<file path="src/rtl/bitop_pkg.sv">
package bitop_pkg;

    typedef enum logic [3:0] {
        OP_SET  = 4'd0,
        OP_CLR  = 4'd1,
        OP_INV  = 4'd2,
        OP_TST  = 4'd3,
        OP_LD   = 4'd4,
        OP_ILD  = 4'd5,
        OP_ST   = 4'd6,
        OP_IST  = 4'd7,
        OP_AND  = 4'd8,
        OP_IAND = 4'd9,
        OP_OR   = 4'd10,
        OP_IOR  = 4'd11,
        OP_XOR  = 4'd12,
        OP_IXOR = 4'd13,
        OP_RSV0 = 4'd14,
        OP_RSV1 = 4'd15
    } bitop_op_e;

    typedef enum logic {
        ST_IDLE = 1'b0,
        ST_OUT  = 1'b1
    } bitop_state_e;

endpackage

</file>
<file path="src/rtl/bitop_mask.sv">
module bitop_mask #(
    parameter int DATA_W = 8,
    localparam int IDX_W = $clog2(DATA_W)
) (
    input  logic [DATA_W-1:0] operand,
    input  logic [IDX_W-1:0]  bit_idx,
    output logic [DATA_W-1:0] mask,
    output logic              bit_val
);

    genvar i;
    generate
        for (i = 0; i < DATA_W; i++) begin : g_dec
            assign mask[i] = (bit_idx == IDX_W'(i));
        end
    endgenerate

    assign bit_val = |(operand & mask);

endmodule

</file>
<file path="src/rtl/bitop_exec.sv">
module bitop_exec
    import bitop_pkg::*;
#(
    parameter int DATA_W = 8
) (
    input  logic [3:0]        opcode,
    input  logic [DATA_W-1:0] operand,
    input  logic [DATA_W-1:0] mask,
    input  logic              bit_val,
    input  logic              c_in,
    input  logic              z_in,
    output logic [DATA_W-1:0] res,
    output logic              wr,
    output logic              c_nx,
    output logic              z_nx
);

    bitop_op_e op;
    assign op = bitop_op_e'(opcode);

    always_comb begin
        res  = operand;
        wr   = 1'b0;
        c_nx = c_in;
        z_nx = z_in;
        unique case (op)
            OP_SET:  begin res = operand | mask;  wr = 1'b1; end
            OP_CLR:  begin res = operand & ~mask; wr = 1'b1; end
            OP_INV:  begin res = operand ^ mask;  wr = 1'b1; end
            OP_TST:  z_nx = ~bit_val;
            OP_LD:   c_nx = bit_val;
            OP_ILD:  c_nx = ~bit_val;
            OP_ST:   begin
                res = c_in ? (operand | mask) : (operand & ~mask);
                wr  = 1'b1;
            end
            OP_IST:  begin
                res = c_in ? (operand & ~mask) : (operand | mask);
                wr  = 1'b1;
            end
            OP_AND:  c_nx = c_in & bit_val;
            OP_IAND: c_nx = c_in & ~bit_val;
            OP_OR:   c_nx = c_in | bit_val;
            OP_IOR:  c_nx = c_in | ~bit_val;
            OP_XOR:  c_nx = c_in ^ bit_val;
            OP_IXOR: c_nx = c_in ^ ~bit_val;
            default: ;
        endcase
    end

endmodule

</file>
<file path="src/rtl/bitop_unit.sv">
module bitop_unit
    import bitop_pkg::*;
#(
    parameter int DATA_W = 8,
    localparam int IDX_W = $clog2(DATA_W)
) (
    input  logic              clk,
    input  logic              rst_n,
    input  logic              in_valid,
    input  logic [DATA_W-1:0] operand,
    input  logic [IDX_W-1:0]  bit_idx,
    input  logic [3:0]        opcode,
    input  logic              c_in,
    input  logic              z_in,
    output logic              out_valid,
    output logic [DATA_W-1:0] result,
    output logic              wr_en,
    output logic              c_out,
    output logic              z_out
);

    bitop_state_e state_q, state_d;

    logic [DATA_W-1:0] mask;
    logic              bit_val;
    logic [DATA_W-1:0] res_c;
    logic              wr_c, c_c, z_c;

    bitop_mask #(.DATA_W(DATA_W)) u_mask (
        .operand (operand),
        .bit_idx (bit_idx),
        .mask    (mask),
        .bit_val (bit_val)
    );

    bitop_exec #(.DATA_W(DATA_W)) u_exec (
        .opcode  (opcode),
        .operand (operand),
        .mask    (mask),
        .bit_val (bit_val),
        .c_in    (c_in),
        .z_in    (z_in),
        .res     (res_c),
        .wr      (wr_c),
        .c_nx    (c_c),
        .z_nx    (z_c)
    );

    always_comb begin
        state_d = state_q;
        unique case (state_q)
            ST_IDLE: if (in_valid)  state_d = ST_OUT;
            ST_OUT:  if (!in_valid) state_d = ST_IDLE;
            default: state_d = ST_IDLE;
        endcase
    end

    always_ff @(posedge clk) begin
        if (!rst_n) state_q <= ST_IDLE;
        else        state_q <= state_d;
    end

    always_ff @(posedge clk) begin
        if (!rst_n) begin
            result <= '0;
            wr_en  <= 1'b0;
            c_out  <= 1'b0;
            z_out  <= 1'b0;
        end else if (in_valid) begin
            result <= res_c;
            wr_en  <= wr_c;
            c_out  <= c_c;
            z_out  <= z_c;
        end
    end

    assign out_valid = (state_q == ST_OUT);

endmodule

</file>
<file path="config.mk">
export PLATFORM = sky130hd
export DESIGN_NAME = bitop_unit
export DESIGN_NICKNAME = d
export VERILOG_FILES = /design/src/rtl/bitop_pkg.sv /design/src/rtl/bitop_mask.sv /design/src/rtl/bitop_exec.sv /design/src/rtl/bitop_unit.sv
export SDC_FILE = /design/constraint.sdc
export NUM_CORES = 1
export LEC_CHECK = 0
export CORE_MARGIN = 2
export CORE_UTILIZATION = 39
export DETAILED_ROUTE_END_ITERATION = 10
export PLACE_DENSITY_LB_ADDON = 0.1
export RECOVER_POWER = 25
export SETUP_SLACK_MARGIN = 0.15
export SYNTH_ARGS = -nofsm -noshare
export SYNTH_HDL_FRONTEND = slang
export SYNTH_SLANG_ARGS = --single-unit
</file>
<file path="constraint.sdc">
create_clock -name clk -period 2.2 [get_ports clk]
set_input_delay 0.33 -clock clk [delete_from_list [all_inputs] [get_ports clk]]
set_output_delay 0.33 -clock clk [all_outputs]
set_load 0.05 [all_outputs]
</file>
# == Word-level counts from Yosys, hierarchy flattened ==
# Cells that the tools add are included.
# totals
elab_cells,48
in_bits,20
reg_bits,12
# op_classes
n_mux,7
n_reduce_logical,4
n_eq_ne,20
bitwise,12
# ops
op,n
one-hot mux 8 bit (5 select lines),1
== test 4 bit (second input constant),6
AND 8 bit,2
== test 4 x 3 -> 1 bit (second input constant),4
two-way mux 8 bit,2
== test 3 bit (second input constant),4
== test 4 x 2 -> 1 bit (second input constant),2
NOT 8 bit,1
bitwise OR 8 bit,1
one-hot mux 1 bit (8 select lines),1
OR reduction 8 bit,1
bitwise XOR 8 bit,1
== test 3 x 2 -> 1 bit (second input constant),2
OR reduction 5 bit,1
== test 4 x 1 -> 1 bit (second input constant),1
zero test 4 bit,1
== test 3 x 1 -> 1 bit (second input constant),1
zero test 3 bit,1
two-way mux 1 bit,3
AND 1 bit,2
bitwise OR 1 bit,2
bitwise XOR 1 bit,2
NOT 1 bit,1

# == Logic depth before layout (Yosys ltp) ==
# logic_depth
ltp_word,6
depth_mapped,9
mapped_depth_nobuf,9

# == Modules after synthesis ==
# Synthesis repeated with hierarchy kept, for this count alone.
# unflattened
hier_cells,177
area_unflattened_um2,1437.6
# by_module_without_submodules
mod,instances,cells_per_inst,area_each_um2
bitop_exec,1,124,853.3
bitop_unit,1,37,441.7
bitop_mask,1,16,142.6

# == Worst setup path after synthesis ==
# OpenSTA, ideal clock, no wires.
# synth_path
path_kind,in2reg
from,in bit_idx[1]
to,reg c_out
arrival_ps,1523
path_stages,7
slack_ps,546
setup_ps,131
required_ps,2069
cell_sequence,and3b_1 ha_1 nor4_1 nand2_1 xor2_1 o311ai_1 o41ai_1
# synth_between
elab_chain_cells,6
# synth_lines
item,line,rtl
"start, declared",bitop_unit.sv:11,"input logic [IDX_W-1:0] bit_idx,"
"== test 3 x 1 -> 1 bit, or another cell as far along",bitop_mask.sv:14,assign mask[i] = (bit_idx == IDX_W'(i));
AND 8 bit *,bitop_mask.sv:18,assign bit_val = |(operand & mask);
OR reduction 8 bit *,bitop_mask.sv:18,
NOT 1 bit,n/a,
"bitwise XOR 1 bit, or another cell as far along",bitop_exec.sv:46,OP_IXOR: c_nx = c_in ^ ~bit_val;
one-hot mux 1 bit (8 select lines) *,bitop_exec.sv:26,unique case (op)
"end signal, assigned",bitop_unit.sv:67,c_out <= 1'b0;
"end signal, assigned",bitop_unit.sv:72,c_out <= c_c;
"end, declared",bitop_unit.sv:18,"output logic c_out,"
# Every way passes the cells marked *; elsewhere a longest branch is shown, timed or not.
# A chain may end at the register's enable or synchronous reset.

# == Worst setup path after layout ==
# layout_path
from,in operand[4]
to,reg c_out
# layout_between
elab_chain_cells,5
# layout_lines
item,line,rtl
"start, declared",bitop_unit.sv:10,"input logic [DATA_W-1:0] operand,"
AND 8 bit *,bitop_mask.sv:18,
OR reduction 8 bit *,bitop_mask.sv:18,
NOT 1 bit,n/a,
"bitwise XOR 1 bit, or another cell as far along",bitop_exec.sv:46,
one-hot mux 1 bit (8 select lines) *,bitop_exec.sv:26,
# Marks and branches as above.

==> impl_results.md <==
- Synth Register Bits: 12
- Post-synth EDFFs: 0
- DR pass1 iterations: 6
- Buf/Inv on CP: 1
- Buffers on Ports: 31
- Post-synthesis mux area share: 0.0358
- Clock sinks: 12
- Worst skew pair latency: 0.28 ns
- Antenna Nets Post-Route: 0
- Max FO, Critical Path: 4
- Postcts setup bufs: 0
- RSZ-0062 raised after global routing: false
- Main flop type after synthesis: dfxtp_1
- Slew Viols, Final: 0
- CTS Buffer Depth: 2
- Htree depth: 1
- Largest area contributor in the netlist: ha_1
- Fraction of registers with async set/reset: 0
- Worst Setup End Kind: flip-flop
- Worst vdd rail ir drop: 0.168 mV
- Die span in y: 63.9 µm
- Critical path arrival: 2.03 ns
- Slew HR: 0.659
- Maxcap violations: 0
- Sequential cell area fraction in the yosys report: 0.172
- Dpl hpwl: 2890 µm
- CP max stage cell: clkdlybuf4s50_1
- CTS Hold Bufs: 0
- FMAX: 0.541 GHz
- Netlist Area Pre-Place: 1400 µm²
- Final setup fails: 0
- Complex-gate fraction of the synthesized area: 0.252
- Die ar.: 4080 µm²
- Die width: 63.9 µm
- Critical Path Start Type: input pin
- Layout Cells excl Fill: 270
- Cts bufs inserted: 3
- Initial DRC Count: 86
- Mapped Avg Cell Area: 8.03 µm²
- Total congestion overflow: 0
- Share of layout cells above drive strength 1: 0.179
- Core area: 3390 µm²
- Placed Cells incl. Taps: 266
- Clk slew on worst S/H paths: 0.09 ns
- Largest family of logic cells by synthesized area: compound AO/OA/AOI/OAI gates
- Largest net degree at the start of global routing: 12
- Worst Hold Class: flip-flop to flip-flop
- Kind of critical path: input pin to flip-flop
- Power Density: 393 nW/µm²
- Initial antenna violation count: 0
- Routed vias: 1428
- YS warnings: 0
- Final Hold Fails: 0
- Wire length of the first global-routing pass: 6490 µm
- Setup TNS: 0 ns
- GR Util All Layers: 0.200
- Detailed-route DRC error count: 0
- Row cnt: 21
- Filler cells: 334
- Skew final: 0 ns
- Vias in the first global route: 1411
- Outcome: completed
- Tmin final: 1.85 ns
- Crit share post-route: 0.841
- Root buffer selected by CTS: clkbuf_4
- Mapped Nets: 218
- XOR/XNOR Fraction of Synth Area: 0.0188
- Crit-path cells: clkdlybuf4s50_1 > ha_1 > nor4_1 > nand2_1 > xor2_2 > mux2i_1 > o41ai_1
- Area growth from synthesis to layout: 37.1%
- CP top delay family: buffers and inverters
- IO Count: 32
- Starting Density: 0.412
- Vias per cell: 5.29
- Worst Tran Pin Value: 0.509 ns
- P_leak: 0.889 nW
- Gpl congestion: 0.841
- Area fraction in and, or, nand and nor cells after synthesis: 0.200
- Cells after Synth: 174
- Max stage delay on crit path: 0.49 ns
- Worst EP required: 2.38 ns
- Top cells by area, synth: ha_1 (21%), dfxtp_1 (17%), inv_1 (6.4%)
- Routed WL: 3800 µm
- Final core occ: 0.565
- CTS tree: done
- Post-synth top area share: 0.215
- Synth Area in Adders: 0.215
- Drt wl/cell: 14.1 µm
- Ant. Diodes: 0
- Post-synth cell types: 40
- Nets: 269
-- registers in the layout, summed over array words and instances, names as in the netlist --
signal	cells
c_out	1
out_valid	1
z_out	1
wr_en	1
result	8
-- through the flow --
stage	worst slack [ns]	cell area [µm²]	power [mW]	hold WS [ns]
after floorplan	0.546	1400	0.435	0.468
after global routing	0.164	1920	0.802	0.499
after global placement	-0.217	1880	0.557	0.454
after detailed placement	-0.322	1880	0.566	0.457
after CTS	0.220	1910	0.758	0.472
final	0.350	1920	0.753	0.464
-- path summary, 6_finish.rpt --
| path | startpoint | to | slack (ns) | depth (start not counted) |
|---|---|---|---|---|
| max reg2reg | c_out | c_out | 1.10 | 5 |
| min reg2reg | wr_en | wr_en | 0.46 | 2 |
| min | wr_en | wr_en | 0.46 | 2 |
| max | operand[4] | c_out | 0.35 | 7 |
-- layout by cell type, fill, tap and decap left out, types with 3 or more instances in the layout --
master / n
buf_4: 23
ha_1: 24
o21ai_0: 8
nor2_1: 14
dlygate4sd3_1: 5
clkbuf_2: 3
clkdlybuf4s50_1: 23
clkbuf_4: 3
nand2_1: 17
mux2i_1: 5
o21a_1: 6
a222oi_1: 6
dfxtp_1: 12
o2bb2ai_1: 6
a31oi_1: 3
inv_1: 24
a21oi_1: 8
-- cell usage after synthesis (all sizes together), types with 5 or more instances --
| cell | n |
|---|---|
| nor2 | 16 |
| mux2i | 5 |
| o21a | 6 |
| a21oi | 8 |
| inv | 24 |
| dfxtp | 12 |
| o21ai | 9 |
| o2bb2ai | 6 |
| nand2 | 17 |
| buf | 6 |
| ha | 24 |
| a222oi | 6 |
-- worst register-to-register path, stage by stage, from the launching register on --
cell      delay [ns]
dfxtp_1         0.33
inv_1           0.05
o21ai_0         0.10
a211o_1         0.31
o311ai_2        0.08
o41ai_1         0.11
-- report_power, final --
part | switching [mW] | leakage (nW) | total (mW) | internal [mW]
combinational | 0.184 | 0.769 | 0.322 | 0.139
sequential | 0.00677 | 0.0990 | 0.239 | 0.232
clock | 0.0911 | 0.0210 | 0.192 | 0.101
-- what timing repair did --
item	4_1_cts	5_1_grt
resized for setup	3	8
hold endpoints to repair	0	0
endpoints found under the setup margin	6	3
pin swaps	0	1
-- final cells by class --
type | instances | area, µm² | share of cell area
Clock buffer | 4 | 36.3 | 0.0189
Inverter | 24 | 90.1 | 0.0470
Multi-Input combinational cell | 130 | 1020 | 0.534
Sequential cell | 12 | 240 | 0.125
Tap cell | 46 | 57.6 | 0.0300
Timing Repair Buffer | 54 | 468 | 0.244
-- cells by family after synthesis --
group / count (synthesis)
XOR/XNOR: 3
buffers and inverters: 32
flip-flops: 12
AO/OA/AOI/OAI: 47
adder cells (fa/ha/maj): 24
multiplexers: 5
AND/OR/NAND/NOR: 51
-- metal layers --
metal  GRT usage  wire (µm)
met5           0          0
met4      0.0652         60
met3      0.0264        148
met2       0.337       1900
met1       0.261       1700
(Power assumes the default switching activity.)
